`config.mk`:
```
export PLATFORM = sky130hd
export DESIGN_NAME = iq_lane_packer
export DESIGN_NICKNAME = d
export VERILOG_FILES = /design/src/rtl/iq_pack_pkg.sv /design/src/rtl/iq_pack_cfg.sv /design/src/rtl/iq_pack_insert.sv /design/src/rtl/iq_pack_reverse.sv /design/src/rtl/iq_pack_out.sv /design/src/rtl/iq_lane_packer.sv
export SDC_FILE = /design/constraint.sdc
export NUM_CORES = 1
export LEC_CHECK = 0
export ABC_CLOCK_PERIOD_IN_PS = 4900
export BUFFER_PORTS_ARGS = -buffer_cell sky130_fd_sc_hd__buf_2
export CORE_ASPECT_RATIO = 1.75
export CORE_MARGIN = 3
export CORE_UTILIZATION = 45
export DETAILED_ROUTE_END_ITERATION = 16
export HOLD_SLACK_MARGIN = 0.06
export PLACE_DENSITY = 0.62
export SLEW_MARGIN = 20
export SYNTH_ARGS = -nofsm -noshare
export SYNTH_HDL_FRONTEND = slang
export SYNTH_SLANG_ARGS = --single-unit
```
`constraint.sdc`:
```
create_clock -name clk -period 4.9 [get_ports clk]
set_clock_uncertainty 0.15 [all_clocks]
set_input_delay 1.47 -clock clk [delete_from_list [all_inputs] [get_ports clk]]
set_output_delay 1.47 -clock clk [all_outputs]
set_load 0.02 [all_outputs]
```
`src/rtl/iq_pack_pkg.sv`:
```
package iq_pack_pkg;
  localparam int MODE_W    = 3;
  localparam int NUM_MODES = 5;

  typedef logic [MODE_W-1:0] mode_t;

  // Unused codes fall back to full-width lanes.
  function automatic mode_t mode_norm(input logic [MODE_W-1:0] raw);
    return (raw < MODE_W'(NUM_MODES)) ? raw : '0;
  endfunction

  function automatic int lane_bits(input int comp_w, input int m);
    return comp_w >> m;
  endfunction

  function automatic int pairs_per_word(input int word_w, input int comp_w, input int m);
    return word_w / (2 * lane_bits(comp_w, m));
  endfunction

  function automatic int lanes_per_word(input int word_w, input int comp_w, input int m);
    return word_w / lane_bits(comp_w, m);
  endfunction
endpackage

```
`src/rtl/iq_pack_cfg.sv`:
```
module iq_pack_cfg
  import iq_pack_pkg::*;
#(
  parameter int COMP_W = 16,
  parameter int WORD_W = 32,
  parameter int CNT_W  = 5
) (
  input  logic              clk,
  input  logic              rst,
  input  logic [MODE_W-1:0] width_req,
  input  logic              rev_req,
  input  logic              word_open,
  input  logic              load,
  output mode_t             eff_mode,
  output logic              eff_rev,
  output logic [CNT_W-1:0]  eff_pairs
);
  mode_t            live_mode;
  mode_t            held_mode;
  logic             held_rev;
  logic [CNT_W-1:0] pair_tab [NUM_MODES];

  for (genvar m = 0; m < NUM_MODES; m++) begin : g_tab
    assign pair_tab[m] = CNT_W'(pairs_per_word(WORD_W, COMP_W, m));
  end

  assign live_mode = mode_norm(width_req);
  assign eff_mode  = word_open ? held_mode : live_mode;
  assign eff_rev   = word_open ? held_rev  : rev_req;
  assign eff_pairs = pair_tab[eff_mode];

  always_ff @(posedge clk) begin
    if (rst) begin
      held_mode <= '0;
      held_rev  <= 1'b0;
    end else if (load) begin
      held_mode <= live_mode;
      held_rev  <= rev_req;
    end
  end
endmodule

```
`src/rtl/iq_pack_insert.sv`:
```
module iq_pack_insert
  import iq_pack_pkg::*;
#(
  parameter int COMP_W = 16,
  parameter int WORD_W = 32,
  parameter int CNT_W  = 5
) (
  input  logic [WORD_W-1:0] part_in,
  input  logic [CNT_W-1:0]  slot,
  input  logic [COMP_W-1:0] i_in,
  input  logic [COMP_W-1:0] q_in,
  input  mode_t             mode,
  output logic [WORD_W-1:0] placed
);
  logic [WORD_W-1:0] cand [NUM_MODES];

  for (genvar m = 0; m < NUM_MODES; m++) begin : g_mode
    localparam int N  = COMP_W >> m;
    localparam int PW = 2 * N;
    logic [PW-1:0] pair_bits;
    // Truncation: only the top N bits of each component survive.
    assign pair_bits = {q_in[COMP_W-1 -: N], i_in[COMP_W-1 -: N]};
    assign cand[m]   = part_in | (WORD_W'(pair_bits) << (slot * PW));
  end

  assign placed = cand[mode];
endmodule

```
`src/rtl/iq_pack_reverse.sv`:
```
module iq_pack_reverse
  import iq_pack_pkg::*;
#(
  parameter int COMP_W = 16,
  parameter int WORD_W = 32
) (
  input  logic [WORD_W-1:0] word_in,
  input  mode_t             mode,
  input  logic              rev,
  output logic [WORD_W-1:0] word_out
);
  logic [WORD_W-1:0] flip [NUM_MODES];

  for (genvar m = 0; m < NUM_MODES; m++) begin : g_mode
    localparam int N = COMP_W >> m;
    localparam int L = WORD_W / N;
    logic [WORD_W-1:0] fl;
    always_comb begin
      for (int k = 0; k < L; k++) fl[k*N +: N] = word_in[(L-1-k)*N +: N];
    end
    assign flip[m] = fl;
  end

  assign word_out = rev ? flip[mode] : word_in;
endmodule

```
`src/rtl/iq_pack_out.sv`:
```
module iq_pack_out #(
  parameter int WORD_W = 32
) (
  input  logic              clk,
  input  logic              rst,
  input  logic              load,
  input  logic [WORD_W-1:0] load_word,
  input  logic              take,
  output logic              valid,
  output logic [WORD_W-1:0] word,
  output logic              free
);
  assign free = !valid || take;

  always_ff @(posedge clk) begin
    if (rst) begin
      valid <= 1'b0;
      word  <= '0;
    end else if (load) begin
      valid <= 1'b1;
      word  <= load_word;
    end else if (take) begin
      valid <= 1'b0;
    end
  end
endmodule

```
`src/rtl/iq_lane_packer.sv`:
```
module iq_lane_packer
  import iq_pack_pkg::*;
#(
  parameter int COMP_W = 16,
  parameter int WORD_W = 32
) (
  input  logic              clk,
  input  logic              rst,
  input  logic [2:0]        width_sel,
  input  logic              reverse_lanes,
  input  logic              flush,
  input  logic              in_valid,
  output logic              in_ready,
  input  logic [COMP_W-1:0] in_i,
  input  logic [COMP_W-1:0] in_q,
  output logic              out_valid,
  input  logic              out_ready,
  output logic [WORD_W-1:0] out_word
);
  localparam int MAX_PAIRS = WORD_W / (2 * (COMP_W >> (NUM_MODES - 1)));
  localparam int CNT_W     = $clog2(MAX_PAIRS + 1);

  logic [CNT_W-1:0]  fill_cnt;
  logic [CNT_W-1:0]  fill_next;
  logic [CNT_W-1:0]  eff_pairs;
  logic [WORD_W-1:0] part_q;
  logic [WORD_W-1:0] placed;
  logic [WORD_W-1:0] part_next;
  logic [WORD_W-1:0] ordered;
  mode_t             eff_mode;
  logic              eff_rev;

  // Named internal events, observed by the bound checker.
  logic word_open;
  logic slot_free;
  logic accept_evt;
  logic full_evt;
  logic flush_evt;
  logic emit_evt;

  assign word_open  = (fill_cnt != '0);
  assign in_ready   = slot_free;
  assign accept_evt = in_valid && slot_free;
  assign fill_next  = fill_cnt + CNT_W'(accept_evt);
  assign full_evt   = accept_evt && (fill_next == eff_pairs);
  assign part_next  = accept_evt ? placed : part_q;
  assign flush_evt  = flush && slot_free && !full_evt && (fill_next != '0);
  assign emit_evt   = full_evt || flush_evt;

  iq_pack_cfg #(.COMP_W(COMP_W), .WORD_W(WORD_W), .CNT_W(CNT_W)) u_cfg (
    .clk       (clk),
    .rst       (rst),
    .width_req (width_sel),
    .rev_req   (reverse_lanes),
    .word_open (word_open),
    .load      (accept_evt && !word_open),
    .eff_mode  (eff_mode),
    .eff_rev   (eff_rev),
    .eff_pairs (eff_pairs)
  );

  iq_pack_insert #(.COMP_W(COMP_W), .WORD_W(WORD_W), .CNT_W(CNT_W)) u_ins (
    .part_in (part_q),
    .slot    (fill_cnt),
    .i_in    (in_i),
    .q_in    (in_q),
    .mode    (eff_mode),
    .placed  (placed)
  );

  iq_pack_reverse #(.COMP_W(COMP_W), .WORD_W(WORD_W)) u_rev (
    .word_in  (part_next),
    .mode     (eff_mode),
    .rev      (eff_rev),
    .word_out (ordered)
  );

  iq_pack_out #(.WORD_W(WORD_W)) u_out (
    .clk       (clk),
    .rst       (rst),
    .load      (emit_evt),
    .load_word (ordered),
    .take      (out_ready),
    .valid     (out_valid),
    .word      (out_word),
    .free      (slot_free)
  );

  always_ff @(posedge clk) begin
    if (rst || emit_evt) begin
      fill_cnt <= '0;
      part_q   <= '0;
    end else begin
      fill_cnt <= fill_next;
      part_q   <= part_next;
    end
  end
endmodule

```
Word-level counts from Yosys, hierarchy flattened --
Memory sizes are Yosys's and may differ from the RTL's. Index checks and enable logic that the tools add are counted.
Word-level totals: flip-flop bits (word level) 74, memory bits (read-only) 40, input port bits 41, output and inout bits 34, memories 1
Memory list:
- (no name shown) | words 8, width 5, rd ports 1, clocked after memory_dff 0, write ports 0, RTL line iq_pack_cfg.sv:30 | assign eff_pairs = pair_tab[eff_mode];
Operators by class: $add $sub $neg 1, order comparisons 2, equality and inequality tests 1, shift operators 5, muxes and demuxes 15, bitwise operators 6, reductions and logical operators 15
Operators by type and width (count):
- binary-select mux 32 bit (select 3 bit) | 2
- 2-to-1 mux 32 bit | 6
- bitwise OR 32 bit | 5
- left shift 16 x 9 -> 32 bit | 1
- left shift 2 x 6 -> 32 bit | 1
- left shift 32 x 10 -> 32 bit | 1
- left shift 4 x 7 -> 32 bit | 1
- left shift 8 x 8 -> 32 bit | 1
- 2-to-1 mux 5 bit | 2
- nonzero test 5 bit | 2
- logical AND 1 bit | 6
- 2-to-1 mux 3 bit | 2
- adder 5 x 1 -> 5 bit | 1
- equality test 5 bit | 1
- greater-or-equal comparator 4 bit (second input constant) | 1
- inverter 3 -> 4 bit | 1
- zero test 1 bit | 3
- logical OR 1 bit | 3
- < comparator 3 bit (second input constant) | 1
- 2-to-1 mux 1 bit | 3
- nonzero test 2 bit | 1

Logic depth before layout (Yosys ltp) --
depth after elaboration 14, gate-level depth with buffers 17, gate-level depth less buffers 14

By module --
A second synthesis with hierarchy kept.
Second synthesis, totals: cell total of the unflattened synthesis 807, area, all modules 6745.2 um^2
By module, submodules not included:
- iq_pack_insert | times used 1, cells an instance 323, area each 2065.7 um^2, seq. area each 0.0 um^2
- iq_lane_packer | times used 1, cells an instance 186, area each 1904.3 um^2, seq. area each 740.7 um^2
- iq_pack_reverse | times used 1, cells an instance 153, area each 1300.0 um^2, seq. area each 0.0 um^2
- iq_pack_out | times used 1, cells an instance 108, area each 1204.9 um^2, seq. area each 660.6 um^2
- iq_pack_cfg | times used 1, cells an instance 37, area each 270.3 um^2, seq. area each 80.1 um^2

Worst setup path after synthesis --
No wires, ideal clock.
path type input to register, from in out_ready, to reg u_out.word[17], setup time 0.096 ns, arrival 4.736 ns, data required time 4.654 ns, slack -0.081 ns, stages on the path 17, path buffers 3, cell sequence nor2b_1 inv_1 nand2_1 clkinv_1 clkbuf_1 ha_1 ha_1 xnor2_1 nand2_1 o311ai_0 o31ai_1 o21ai_2 or2_1 buf_6 clkbuf_1 nand3b_1 o41ai_2
On the way: cells in the longest elaborated chain, start to end 9
RTL lines:
- start, declared | RTL line iq_lane_packer.sv:17 | input logic out_ready,
- logical OR 1 bit (*) | RTL line iq_pack_out.sv:13 | assign free = !valid || take;
- via in_ready | RTL line iq_lane_packer.sv:13 | output logic in_ready,
- logical AND 1 bit | RTL line iq_lane_packer.sv:43 | assign accept_evt = in_valid && slot_free;
- adder 5 x 1 -> 5 bit | RTL line iq_lane_packer.sv:44 | assign fill_next = fill_cnt + CNT_W'(accept_evt);
- equality test 5 bit | RTL line iq_lane_packer.sv:45 | assign full_evt = accept_evt && (fill_next == eff_pairs);
- logical AND 1 bit | RTL line iq_lane_packer.sv:45
- zero test 1 bit | RTL line iq_lane_packer.sv:47 | assign flush_evt = flush && slot_free && !full_evt && (fill_next != '0);
- logical AND 1 bit (2 in a row) | RTL line iq_lane_packer.sv:47
- logical OR 1 bit | RTL line iq_lane_packer.sv:48 | assign emit_evt = full_evt || flush_evt;
- end signal, assigned | RTL line iq_pack_out.sv:21 | word <= load_word;
- end, declared | RTL line iq_pack_out.sv:10 | output logic [WORD_W-1:0] word,
The timed path passes the listed nets; every way through them passes the cells marked *. The select of a mux whose other input is x is not followed. A chain may end at the register's enable or synchronous reset.

Worst setup path after layout --
from in width_sel[2], to reg u_out.word[21]
On the way: cells in the longest elaborated chain, start to end 13
RTL lines:
- start, declared | RTL line iq_lane_packer.sv:9 | input logic [2:0] width_sel,
- < comparator 3 bit | RTL line iq_pack_pkg.sv:9 | return (raw < MODE_W'(NUM_MODES)) ? raw : '0;
- 2-to-1 mux 3 bit (*) | RTL line iq_pack_pkg.sv:9
- 2-to-1 mux 3 bit (*) | RTL line iq_pack_cfg.sv:28 | assign eff_mode = word_open ? held_mode : live_mode;
- inverter 3 -> 4 bit (implied by the code) (*) | RTL line iq_pack_cfg.sv:30, iq_pack_insert.sv:26, iq_pack_reverse.sv:24
- parallel branches: the longest is 9 deep, another holds binary-select mux 32 bit (select 3 bit)
Mark *: on every way between the ends. The select of a mux whose other input is x is not followed.

==> results_dict.tcl <==
set metrics [dict create \
    critical-path-max-stage-delay_ns 0.58 \
    powerDensity_nw_per_um2 641.0 \
    r2r_start "fill_cnt[4]$_SDFF_PP0_" \
    syn_nets 1050 \
    slew_violations 0 \
    grt_overflow_total 0 \
    area_growth_pct 19.36 \
    hpwl_um 31430 \
    vdd_drop_max_mv 0.4404 \
    grt_pass1_wl_um 61910 \
    cp_max_fo 10 \
    cts_buffers 9 \
    htreeDepth 3 \
    hold_path.class "flip-flop to flip-flop" \
    tightest_slew_ns 1.120 \
    outcome "finished, final reports clean" \
    clk_pin_slew_worst_paths_ns 0.06 \
    hold_violations 0 \
    rr_endpoint "u_out.word[21]$_SDFFE_PP0P_" \
    die_w_um 101.4 \
    ctsHoldBuffers 0 \
    root_buffer "clkbuf_16" \
    core_area_sq_um 15460 \
    die_area_sq_um 17520 \
    post-route-min-period_ns 4.578 \
    ios 75 \
    crit_required_ns 5.00 \
    cts_max_path_buffers 2 \
    async_flop_share_pct 0 \
    fin_crit_sh_pct 93.44 \
    first_pass_iters 7 \
    post-cts-setup-buffers 0 \
    place_inst 1286 \
    final_common_cell "buf_4" \
    crit_arrival_ns 4.68 \
    path_cells "buf_2 > buf_4 > nor2b_1 > nand3_1 > nand2_1 > a41oi_1 > or2_1 > o221ai_1 > nor2_1 > a311oi_1" \
    cp.depth 10 \
    avgSynthCellArea_sq_um 7.111 \
    cts-resized-gates 0 \
    wirelength_um 42000 \
    cts_tree "yes" \
    ant_nets 0 \
    crit_path_end_kind "flip-flop" \
    ys.flop_type "dfxtp_1" \
    stdcell_count 1301 \
    vias_per_cell 7.483 \
    critPathBufInv 2 \
    crit_family "simple AND/OR/NAND/NOR gates" \
    port_buffers 74 \
    critical_path.startpoint "width_sel[2]" \
    first_global_vias 9520 \
    nNetsFinal 1154 \
    maxCapViolCount 0 \
    fmax_mhz 218.4 \
    drt-initial-drc-count 1069 \
    final_cell_mix "109 x buf_4, 106 x nand2_1, 94 x nor2_1, 77 x a21oi_1, 74 x buf_2" \
    leakagePower_nw 3.370 \
    antennaDiodeCount 0 \
    grt_antenna_before_repair 0 \
    track_usage_pct 47.23 \
    power_mw 5.479 \
    rows 60 \
    wl_per_cell_um 32.28 \
    die_h_um 172.9 \
    place_congestion 1.155 \
    drive_above_1_share_pct 22.87 \
    cts_sinks 74 \
    ys_warn_count 0 \
    endpoint "u_out.word[21]$_SDFFE_PP0P_" \
    start_util_pct 46.30 \
    syn_area_sq_um 7161 \
    maxSlewHeadroom_pct 24.67 \
    reg2reg_slack_ns 0.46 \
    finalSetupViolCount 0 \
    r2r_cells 8 \
    via_count 9736 \
    synth-edff-count 0 \
    seq_area_frac_synth_pct 20.69 \
    worstSetupPathType "input pin to flip-flop" \
    grt_setup_unrepaired "false" \
    worst_path_max_delay_cell "o221ai_1" \
    fin_setup_tns_ns 0 \
    insertion_delay_ns 0.34 \
    syn_inst 1007 \
    grt_max_degree 51 \
    drcViolationCount 0 \
    synth_seq_cells 74 \
    synthDistinctLibCells 96 \
    critPathLaunchType "input pin" \
]
-- kinds of logic after synthesis --
group                    share of synthesized area, %
AO/OA/AOI/OAI                                   40.08
XOR/XNOR                                       0.7340
adder cells (fa/ha/maj)                        0.3494
buffers and inverters                           7.164
flip-flops                                      20.69
multiplexers                                    1.817
AND/OR/NAND/NOR                                 29.16
-- worst min path at each step --
stage	startpoint	endpoint	depth (start not counted)
6_report	u_out.word[29]$_SDFFE_PP0P_	u_out.word[29]$_SDFFE_PP0P_	2
5_1_grt	u_out.word[29]$_SDFFE_PP0P_	u_out.word[29]$_SDFFE_PP0P_	2
4_1_cts	u_out.word[29]$_SDFFE_PP0P_	u_out.word[29]$_SDFFE_PP0P_	2
3_5_place_dp	u_out.word[29]$_SDFFE_PP0P_	u_out.word[29]$_SDFFE_PP0P_	2
3_3_place_gp	u_out.word[31]$_SDFFE_PP0P_	u_out.word[31]$_SDFFE_PP0P_	2
2_1_floorplan	u_cfg.held_rev$_SDFFE_PP0P_	u_cfg.held_rev$_SDFFE_PP0P_	2
-- Yosys cell counts, drive strengths merged (12+ instances only) --
library cell  count  area share (%)
nand4            15             1.3
a22oi            12             1.3
nand2           108             5.7
nand3            39             2.7
o22ai            16             1.5
a21oi            78             5.5
nor4             12             1.6
nand2b           13             1.1
nor2             99             5.5
o31ai            12             1.3
buf              34             2.9
a31oi            28             2.5
clkbuf           61             3.2
and2             13             1.1
o211ai           13             1.4
inv              19             1.0
dfxtp            74              21
o221ai           15             1.9
mux2i            13             1.8
a221oi           13             1.7
nor3             30             2.5
a211oi           18             1.9
o21ai            81             6.2
nand3b           13             1.4
o41ai            12             2.6
-- power breakdown --
part | leakage [nW] | internal (mW) | switching (mW)
combinational | 2.62 | 1.29 | 2.55
clock | 0.142 | 0.404 | 0.259
sequential | 0.605 | 0.815 | 0.157
-- worst register-to-register path, delay by kind of cell (launching register included) --
kind            cells  cell delay (ns)
flops               1             0.51
simple gates        5             2.54
compound gates      3             1.16
-- registers in the layout, summed over array words and instances (netlist names) --
register and count:
u_out.word 32, fill_cnt 5, u_cfg.held_rev 1, u_cfg.held_mode 3, part_q 32, u_out.valid 1
-- area by class of cell --
type,instances,area [sq um]
Clock inverter,3,40.04
Tap cell,186,232.7
Multi-Input combinational cell,817,5177
Timing Repair Buffer,188,1289
Inverter,21,78.83
Fill cell,1576,6918
Clock buffer,12,246.5
Sequential cell,74,1483
-- per-stage QoR --
stage	util, %	cell area, sq um	hold WS, ns	setup WS, ns
2_1_floorplan	-	7161	0.2989	0.06005
3_3_place_gp	53.41	8260	0.2903	0.1952
3_5_place_dp	53.41	8260	0.2964	0.1322
4_1_cts	55.27	8547	0.3043	0.4829
5_1_grt	55.27	8547	0.3165	0.1574
6_report	55.27	8547	0.3066	0.3217
-- routing by layer --
metal,up-vias,track usage [%],share of wire [%]
li1,4073,-,-
met1,4433,51.99,32
met2,929,72.49,45
met3,301,12.39,11
met4,0,42.04,11
met5,-,0,0
No activity file was read; power rests on OpenSTA's default activity.
